File: src/rtl/alu_pkg.sv
package alu_pkg;

    localparam int WIDTH = 32;
    localparam int IMM_W = 16;
    localparam int OP_W  = 5;

    localparam logic [OP_W-1:0] OPC_CMP_S = 5'h10;
    localparam logic [OP_W-1:0] OPC_CMP_U = 5'h11;
    localparam logic [OP_W-1:0] OPC_SRA   = 5'h18;
    localparam logic [OP_W-1:0] OPC_SRC   = 5'h19;
    localparam logic [OP_W-1:0] OPC_SRL   = 5'h1A;

    typedef enum logic [1:0] {
        SH_ARITH = 2'd0,
        SH_CARRY = 2'd1,
        SH_LOGIC = 2'd2
    } shift_kind_e;

    typedef struct packed {
        logic        is_arith;
        logic        sub;
        logic        use_c;
        logic        keep;
        logic        sel_imm;
        logic        is_cmp;
        logic        cmp_signed;
        logic        is_shift;
        shift_kind_e shift_kind;
    } dec_t;

    function automatic dec_t decode(input logic [OP_W-1:0] op);
        dec_t d;
        d = '0;
        if (!op[4]) begin
            d.is_arith = 1'b1;
            d.sub      = op[0];
            d.use_c    = op[1];
            d.keep     = op[2];
            d.sel_imm  = op[3];
        end else begin
            case (op)
                OPC_CMP_S: begin d.is_cmp = 1'b1; d.cmp_signed = 1'b1; d.sub = 1'b1; end
                OPC_CMP_U: begin d.is_cmp = 1'b1; d.sub = 1'b1; end
                OPC_SRA:   begin d.is_shift = 1'b1; d.shift_kind = SH_ARITH; end
                OPC_SRC:   begin d.is_shift = 1'b1; d.shift_kind = SH_CARRY; end
                OPC_SRL:   begin d.is_shift = 1'b1; d.shift_kind = SH_LOGIC; end
                default:   d = '0;
            endcase
        end
        return d;
    endfunction

    function automatic logic [WIDTH-1:0] sext_imm(input logic [IMM_W-1:0] i);
        return {{(WIDTH-IMM_W){i[IMM_W-1]}}, i};
    endfunction

endpackage

File: src/rtl/alu_addsub.sv
module alu_addsub #(
    parameter int W = alu_pkg::WIDTH
) (
    input  logic [W-1:0] a,
    input  logic [W-1:0] b,
    input  logic         invert_a,
    input  logic         cin,
    output logic [W-1:0] sum,
    output logic         cout
);
    localparam int SW = W + 1;

    logic [SW-1:0] full;

    always_comb begin
        full = {1'b0, (a ^ {W{invert_a}})} + {1'b0, b} + {{(SW-1){1'b0}}, cin};
        sum  = full[W-1:0];
        cout = full[SW-1];
    end
endmodule

File: src/rtl/alu_shift1.sv
module alu_shift1 #(
    parameter int W = alu_pkg::WIDTH
) (
    input  logic [W-1:0]        a,
    input  alu_pkg::shift_kind_e kind,
    input  logic                carry_in,
    output logic [W-1:0]        res,
    output logic                carry_out
);
    logic top_bit;

    always_comb begin
        case (kind)
            alu_pkg::SH_ARITH: top_bit = a[W-1];
            alu_pkg::SH_CARRY: top_bit = carry_in;
            default:           top_bit = 1'b0;
        endcase
        res       = {top_bit, a[W-1:1]};
        carry_out = a[0];
    end
endmodule

File: src/rtl/alu_carry_reg.sv
module alu_carry_reg (
    input  logic clk,
    input  logic rst,
    input  logic wr_en,
    input  logic d,
    output logic q
);
    always_ff @(posedge clk) begin
        if (rst)        q <= 1'b0;
        else if (wr_en) q <= d;
    end

    assert_write_lands_R4: assert property (@(posedge clk) disable iff (rst)
        wr_en |=> (q == $past(d)));

    assert_hold_no_write_R10: assert property (@(posedge clk) disable iff (rst)
        !wr_en |=> $stable(q));
endmodule

File: src/rtl/carry_alu.sv
module carry_alu
    import alu_pkg::*;
#(
    parameter int W  = alu_pkg::WIDTH,
    parameter int IW = alu_pkg::IMM_W
) (
    input  logic            clk,
    input  logic            rst,
    input  logic            issue,
    input  logic [OP_W-1:0] opcode,
    input  logic [W-1:0]    opa,
    input  logic [W-1:0]    opb,
    input  logic [IW-1:0]   imm,
    output logic [W-1:0]    result,
    output logic            carry_next,
    output logic            carry_q
);
    localparam int MSB = W - 1;

    dec_t        dec;
    logic [W-1:0] b_sel;
    logic [W-1:0] imm_ext;
    logic         add_cin;
    logic [W-1:0] add_sum;
    logic         add_cout;
    logic [W-1:0] sh_res;
    logic         sh_cout;
    logic [W-1:0] cmp_res;
    logic         carry_val;
    logic         carry_wr;

    assign dec     = decode(opcode);
    assign imm_ext = {{(W-IW){imm[IW-1]}}, imm};
    assign b_sel   = dec.sel_imm ? imm_ext : opb;
    assign add_cin = dec.use_c ? carry_q : dec.sub;

    alu_addsub #(.W(W)) u_addsub (
        .a        (opa),
        .b        (b_sel),
        .invert_a (dec.sub),
        .cin      (add_cin),
        .sum      (add_sum),
        .cout     (add_cout)
    );

    alu_shift1 #(.W(W)) u_shift (
        .a         (opa),
        .kind      (dec.shift_kind),
        .carry_in  (carry_q),
        .res       (sh_res),
        .carry_out (sh_cout)
    );

    always_comb begin
        cmp_res = add_sum;
        if (opa[MSB] ^ opb[MSB])
            cmp_res[MSB] = dec.cmp_signed ? opb[MSB] : opa[MSB];
    end

    always_comb begin
        if (dec.is_arith)      result = add_sum;
        else if (dec.is_cmp)   result = cmp_res;
        else if (dec.is_shift) result = sh_res;
        else                   result = '0;
    end

    assign carry_val  = dec.is_shift ? sh_cout : add_cout;
    assign carry_wr   = issue & ((dec.is_arith & ~dec.keep) | dec.is_shift);
    assign carry_next = carry_wr ? carry_val : carry_q;

    alu_carry_reg u_carry (
        .clk   (clk),
        .rst   (rst),
        .wr_en (carry_wr),
        .d     (carry_val),
        .q     (carry_q)
    );

    // low bits of every shift form are A moved down one place
    assert_shift_body_R9: assert property (@(posedge clk) disable iff (rst)
        dec.is_shift |-> (result[MSB-1:0] == opa[MSB:1]));

    // with equal signs no patch applies; result is the plain difference
    assert_cmp_same_sign_R5: assert property (@(posedge clk) disable iff (rst)
        (dec.is_cmp && (opa[MSB] == opb[MSB])) |-> (result == opb - opa));

    // compares never touch the carry
    assert_cmp_keeps_carry_R6: assert property (@(posedge clk) disable iff (rst)
        dec.is_cmp |=> $stable(carry_q));

    // unused special codes produce zero and leave the carry alone
    assert_reserved_zero_R11: assert property (@(posedge clk) disable iff (rst)
        (opcode[4] && !dec.is_cmp && !dec.is_shift) |-> (result == '0 && carry_next == carry_q));
endmodule

File: config.mk
export PLATFORM = sky130hd
export DESIGN_NAME = carry_alu
export DESIGN_NICKNAME = d
export VERILOG_FILES = /design/src/rtl/alu_pkg.sv /design/src/rtl/alu_addsub.sv /design/src/rtl/alu_shift1.sv /design/src/rtl/alu_carry_reg.sv /design/src/rtl/carry_alu.sv
export SDC_FILE = /design/constraint.sdc
export NUM_CORES = 1
export LEC_CHECK = 0
export BUFFER_PORTS_ARGS = -buffer_cell sky130_fd_sc_hd__buf_2
export CAP_MARGIN = 15
export CORE_AREA = 2 2 80 82
export DETAILED_ROUTE_END_ITERATION = 10
export DIE_AREA = 0 0 82 84
export PLACE_DENSITY = 0.93
export SYNTH_ARGS = -nofsm -noshare
export SYNTH_HDL_FRONTEND = slang
export SYNTH_SLANG_ARGS = --single-unit
File: constraint.sdc
create_clock -name clk -period 5.4 [get_ports clk]
set_input_delay 0.81 -clock clk [delete_from_list [all_inputs] [get_ports clk]]
set_output_delay 0.81 -clock clk [all_outputs]
set_load 0.01 [all_outputs]
==> results of run 1 <==
## worst max path at each step
| stage | end | slack, ns | cells past startpoint |
|---|---|---|---|
| global placement | carry_next | 0.13 | 16 |
| finish | result[31] | 0.12 | 17 |
| detailed placement | carry_next | -0.03 | 16 |
| CTS | carry_next | 0.14 | 17 |
| floorplan | result[24] | 0.52 | 18 |
| global route | result[31] | 0.01 | 17 |
## per-layer routing
metal | wire [um] | global-route usage (%)
met5 | 0 | 0
met3 | 659 | 1.190
met2 | 4654 | 47.38
met4 | 176 | 6.364
met1 | 3995 | 34.86
## cell families after synthesis
family                   Yosys count  share of synthesized area [%]
flip-flops                         1                         0.6709
AND/OR/NAND/NOR                  179                          27.13
AO/OA/AOI/OAI                    142                          30.86
buffers and inverters             33                          4.403
XOR/XNOR                          52                          15.26
multiplexers                      20                          7.338
adder cells (fa/ha/maj)           33                          14.34
## synth_stat cells (3+ instances only)
master | n | area [um2]
a211oi_1 | 4 | 30.03
a21o_1 | 15 | 112.6
a21oi_1 | 29 | 145.1
a221oi_1 | 3 | 26.28
a22o_1 | 4 | 35.03
a31oi_1 | 4 | 25.02
and2_1 | 4 | 25.02
and3_1 | 6 | 37.54
clkbuf_1 | 22 | 82.58
ha_1 | 31 | 387.9
inv_1 | 7 | 26.28
mux2_2 | 15 | 168.9
mux2i_1 | 5 | 50.05
nand2_1 | 86 | 322.8
nand2b_1 | 9 | 56.30
nand3_1 | 7 | 35.03
nand4_1 | 7 | 43.79
nor2_1 | 35 | 131.4
nor2b_1 | 3 | 18.77
nor3_1 | 11 | 55.05
o21a_1 | 5 | 37.54
o21ai_0 | 23 | 115.1
o21ai_1 | 25 | 125.1
o21bai_1 | 3 | 22.52
o31a_1 | 3 | 26.28
o31ai_1 | 6 | 45.04
xnor2_1 | 41 | 359.1
xor2_1 | 11 | 96.34
## timing repair
| item | CTS | global route |
|---|---|---|
| buffers inserted | 3 | 0 |
| endpoints found under the hold margin | 0 | 0 |
| endpoints found under the setup margin | 2 | 3 |
| resized for setup | 0 | 2 |
## power groups by stage
stage,Clock (mW),Sequential [mW],Combinational (mW)
after floorplan,0,0.00846,0.498
after global placement,0,0.00833,0.682
after detailed placement,0,0.00837,0.697
after CTS,0,0.00837,0.705
after global routing,0,0.00841,0.793
final,0,0.00839,0.719
## metrics by stage
step	utilization, %	instances
floorplan	-	460
global placement	60.10	640
detailed placement	60.10	640
CTS	60.67	643
global route	61.10	644
finish	61.10	644
## critical path, delay by kind of cell
| family | cells | cell delay [ns] |
|---|---|---|
| AOI/OAI and AO/OA | 8 | 1.39 |
| buffers and inverters | 3 | 0.49 |
| adders and majority gates | 1 | 0.42 |
| and+or+nand+nor | 5 | 1.37 |
## area by class of cell
class,count,area (um2),area share [%]
Inverter,8,30.03,0.8062
Tap cell,77,96.34,2.586
Sequential cell,1,20.02,0.5375
Timing Repair Buffer,132,708.2,19.01
Multi-Input combinational cell,426,2870,77.06
==> run_results.csv, run 1 <==
group,metric,value,unit
grt,first_global_vias,3527,
route,drcViolationCount,0,
sta,worstMarginPinSlew,0.6846,ns
route,vias,3790,
route,drt_wl_total,9.484,mm
route,routedWlPerCell,14.73,um
route,drt-initial-drc-count,259,
sta,fin_crit_sh,97.72,%
power_and_ir_drop,switching_share,56.11,%
layout,top_register,"u_carry.q",
placement,gp_congestion,0.9465,
grt,grt_max_degree,34,
critical_path,cp_slowest_stage_delay,0.60,ns
critical_path,cp_slowest_cell,"nor4_1",
synthesis,syn_nets,581,
layout,layout_commonest_cell,"buf_2",
grt,grt_pass1_wl,15.43,mm
placement,dpl.hpwl,7.508,mm
layout,final_cell_mix,"buf_2, nand2_1, xnor2_1, nor2_1, ha_1",
sta,fin_ws,0.1234,ns
sta,finalCriticalPeriod,5.277,ns
critical_path,path_max_fanout,4,
critical_path,worstReg2RegEnd,"u_carry.q",
synthesis,ys_seq_area_share,0.6709,%
sta,setup_viol,0,
critical_path,reg2regPathDepth,11,
layout,fillers,579,
hold_path,worstHoldEndpoint,"u_carry.q",
floorplan,start_util,48.95,%
clock_network,hold_buffers,0,
synthesis,synth-seq-cells,1,
placement,post-place-ws,-0.03405,ns
power_and_ir_drop,power,0.7278,mW
route,vias_per_cell,5.885,
sta,whs,0.6637,ns
floorplan,pin_count,122,
critical_path,crit_chain,"buf_2, nor3_1, nand2b_1, a21boi_4, buf_4, o21ai_0, o31ai_1, fa_1, nor2b_1, o31a_1, o31ai_2, o211a_1, nor4_1, or3b_1, a221oi_1, o31ai_1, buf_2",
clock_network,clk_latency,0,ns
critical_path,cp.required,4.59,ns
layout,antennaDiodeCount,0,
run_status,outcome,"complete, no violations",
synthesis,synthArstFlopShare,0,%
critical_path,r2r_start,"u_carry.q",
run,maxCapViolCount,0,
critical_path,worst_ep_arrival_time,4.47,ns
critical_path,regToRegSetupSlack,2.40,ns
layout,drive_gt1_share,28.04,%
sta,fmax,0.1895,GHz
power_and_ir_drop,pwr-share-clk,0,%
clock_network,clk_pin_slew,0,ns
power_and_ir_drop,switching_power,0.4084,mW
route,postRouteAntennaNets,0,
grt,grt-ovfl-total,0,
power_and_ir_drop,p_per_area,195.4,mW/mm2
floorplan,die_y,84,um
synthesis,syn_area,0.002984,mm2
floorplan,row_count,29,
sta,hold_viol_final,0,
power_and_ir_drop,combPwrFrac,98.8,%
placement,place_area,0.003664,mm2
grt,antenna_found_initial,0,
floorplan,die_x,82,um
synthesis,yosys.cell_types.count,54,
synthesis,syn-instance-count,460,
power_and_ir_drop,ir_drop,99.90,uV
layout,largest_reg_flops,1,
hold_path,hp-start,"u_carry.q",
route,first_pass_iters,5,
hold_path,hold_class,"reg2reg",
layout,area_growth_syn_to_layout,24.82,%
critical_path,end_kind,"primary output",
critical_path,start_kind,"input port",
sta,relSlewSlack,54.23,%
power_and_ir_drop,p_seq_share,1.2,%
floorplan,die_area,0.006888,mm2
sta,rsz0062_at_grt,"false",
synthesis,synth_edf_count,0,
synthesis,syn_area_per_cell,6.487,um2
sta,finClkSkew,0,ns
critical_path,critPathLaunch,"opcode[1]",
hold_path,min_path_cells,2,
synthesis,ys.flop_type,"dfxtp_1",
layout,top_regs,"u_carry.q (1)",
placement,placement.io_buffers,121,
layout,finish.net_count,690,
sta,fin_tns_setup,0,ns
critical_path,crit_type,"in2out",
layout,stdcell_area,0.003725,mm2
synthesis,synth_warnings,0,
grt,gr-usage-all-layers,26.76,%
power_and_ir_drop,p_int,0.3195,mW
power_and_ir_drop,p_leak,1.832,nW
sta,finalMaxSlewViolations,0,
floorplan,coreArea,0.006096,mm2
Note: power is estimated with default switching activity, not from simulation.
==> run 2, diff against run 1 <==
Settings changed: CORE_AREA 2 2 80 82 to 2 2 84 86, DIE_AREA 0 0 82 84 to 0 0 86 88, PLACE_DENSITY 0.93 to 0.94, SYNTH_HIERARCHICAL set to 1.
==> run 2 against run 1 <==
Compared with the run above:
- critical endpoint unchanged
- register-to-register slack worse by 0.20 ns
- final cell count is 5.7% lower
- total power is 5.1% higher
- critical path depth is 1 lower
- critical path type unchanged
- sequential share of layout area hardly changed
==> run_results.csv, run 2 <==
group,metric,value,unit
route,drcViolationCount,0,
floorplan,coreArea,0.006644,mm2
critical_path,cp_common_cell,"buf_2",
synthesis,ys_seq_area_share,0.5820,%
sta,fmax,0.1952,GHz
synthesis,yosys.area.top_type,"xor2_1",
placement,place_area,0.003776,mm2
layout,drive_gt1_share,30.55,%
route,first_pass_iters,7,
layout,top_regs,"u_carry/q (1)",
power_and_ir_drop,p_leak,2.002,nW
synthesis,synth_edf_count,0,
run_status,outcome,"complete, no violations",
placement,dpl.hpwl,7.759,mm
layout,largest_reg_flops,1,
grt,gr-usage-all-layers,24.20,%
clock_network,clk_latency,0,ns
floorplan,die_y,88,um
floorplan,start_util,51.77,%
sta,setup_viol,0,
synthesis,syn_area_per_cell,7.543,um2
floorplan,die_area,0.007568,mm2
floorplan,die_x,86,um
placement,placement.io_buffers,121,
layout,regArea,20.02,um2
route,postRouteAntennaNets,0,
synthesis,yosysMostFrequentCell,"nand2_1",
synthesis,synth.area.top_cells,"xor2_1, ha_1, a22o_1",
critical_path,worst_ep_arrival_time,4.31,ns
synthesis,synth_common_cells,"nand2_1, xor2_1, buf_4",
critical_path,path_max_fanout,16,
floorplan,row_count,30,
power_and_ir_drop,power,0.7651,mW
clock_network,clk_pin_slew,0,ns
route,drt_wl_total,9.451,mm
layout,final_cell_mix,"buf_2, nand2_1, xor2_1, a22o_1, ha_1",
grt,grt-ovfl-total,0,
sta,rsz0062_at_grt,"false",
critical_path,crit_type,"in2out",
critical_path,cp_slowest_cell,"buf_4",
grt,first_global_vias,3447,
sta,fin_tns_setup,0,ns
synthesis,ys.flop_type,"dfxtp_1",
sta,finalCriticalPeriod,5.123,ns
critical_path,cp_slowest_stage_delay,0.31,ns
layout,area_growth_syn_to_layout,10.26,%
sta,relSlewSlack,39.05,%
critical_path,cp.required,4.59,ns
layout,stdcell_area,0.003792,mm2
synthesis,netlist.area_leader.share,11.71,%
critical_path,crit_chain,"buf_2, or2_4, o21ai_4, buf_4, xor2_1, ha_1, a21o_1, a211o_1, o2111ai_2, a21o_2, o21a_1, o211a_1, nor2b_1, a2111oi_1, o32ai_1, buf_2",
placement,placed_cells,605,
hold_path,hold_class,"reg2reg",
synthesis,synthArstFlopShare,0,%
grt,grt_max_degree,32,
synthesis,syn_area,0.003440,mm2
power_and_ir_drop,p_per_area,201.8,mW/mm2
synthesis,synth_warnings,6,
critical_path,start_kind,"input port",
placement,gp_congestion,0.9431,
grt,grt_pass1_wl,15.61,mm
synthesis,syn-instance-count,456,
route,drt-initial-drc-count,179,
sta,worstMarginPinSlew,0.9108,ns
grt,antenna_found_initial,0,
sta,finalMaxSlewViolations,0,
layout,fin_cells,607,
route,vias,3623,
layout,final_core_util,57.08,%
synthesis,synth-seq-cells,1,
layout,multi_input_area,0.002969,mm2
critical_path,end_kind,"primary output",
power_and_ir_drop,ir_drop,99.74,uV
layout,fillers,611,
sta,fin_crit_sh,94.87,%
layout,top_register,"u_carry/q",
sta,finClkSkew,0,ns
synthesis,yosys.cell_types.count,75,
layout,layout_commonest_cell,"buf_2",
layout,antennaDiodeCount,0,
run,maxCapViolCount,0,
route,routedWlPerCell,15.57,um
floorplan,pin_count,122,
route,vias_per_cell,5.969,
synthesis,syn_nets,577,
sta,hold_viol_final,0,
layout,finish.net_count,650,
-- run 2: cell count changes in the layout (fill, tap and decap cells not counted), moves of 8 or more --
cell | before | now
nor3_1 | 11 | 3
xnor2_1 | 41 | 13
nor2_1 | 34 | 13
mux2_2 | 15 | 2
o21ai_0 | 23 | 10
mux2_4 | 0 | 10
xor2_1 | 11 | 46
a22o_1 | 4 | 31
nand2_1 | 86 | 61
o21ai_1 | 25 | 5
-- run 2: worst paths after layout --
check	cells after the start	startpoint	slack (ns)	end
worst min register to register	2	u_carry/q	0.57	u_carry/q
worst min-delay path	2	u_carry/q	0.57	u_carry/q
worst max-delay path	16	opcode[3]	0.28	result[31]
worst max register to register	15	u_carry/q	2.20	u_carry/q
-- run 2: critical path, delay by kind of cell --
| family | cells | cell delay [ns] |
|---|---|---|
| buf+inv | 3 | 0.66 |
| compound gates | 9 | 1.89 |
| simple gates | 2 | 0.42 |
| xor+xnor | 1 | 0.21 |
| fa+ha+maj | 1 | 0.30 |
-- run 2: per-stage QoR --
step | worst slack [ns] | hold WS (ns)
6_report | 0.2769 | 0.5657
5_1_grt | 0.02704 | 0.6190
4_1_cts | 0.2521 | 0.5715
3_5_place_dp | 0.2693 | 0.5704
3_3_place_gp | 0.4135 | 0.5560
2_1_floorplan | 0.1531 | 0.5613
-- run 2: layer usage --
metal,up-vias,wire (um),track usage [%]
met5,-,0,0
met4,0,141,5.916
met3,12,476,0.7540
met2,143,4826,45.03
met1,1690,4007,30.76
li1,1778,-,-
-- run 2: area by class of cell --
class	instances	area share [%]
multi-input combinational	386	78.29
timing repair buffer	128	17.35
tap	80	2.639
inverter	12	1.188
sequential	1	0.5279
-- run 2: cells by family (layout without fill, tap and decap cells) --
| family | Yosys count | in the layout | share of synthesized area, % |
|---|---|---|---|
| compound gates | 146 | 146 | 31.98 |
| fa+ha+maj | 33 | 33 | 12.44 |
| flops | 1 | 1 | 0.5821 |
| simple gates | 129 | 129 | 19.21 |
| buf+inv | 69 | 140 | 13.53 |
| mux | 19 | 19 | 7.239 |
| xor+xnor | 59 | 59 | 15.02 |
-- run 2: what timing repair did --
item	in CTS	in global routing
setup buffers	0	2
endpoints found under the setup margin	0	2
resized for setup	0	1
hold buffers	0	0
-- run 2: where the power goes --
group	internal, mW	switching [mW]	total, mW
sequential	0.00800	0.000545	0.00854
clock	0	0	0
combinational	0.343	0.414	0.757
total	0.351	0.414	0.765
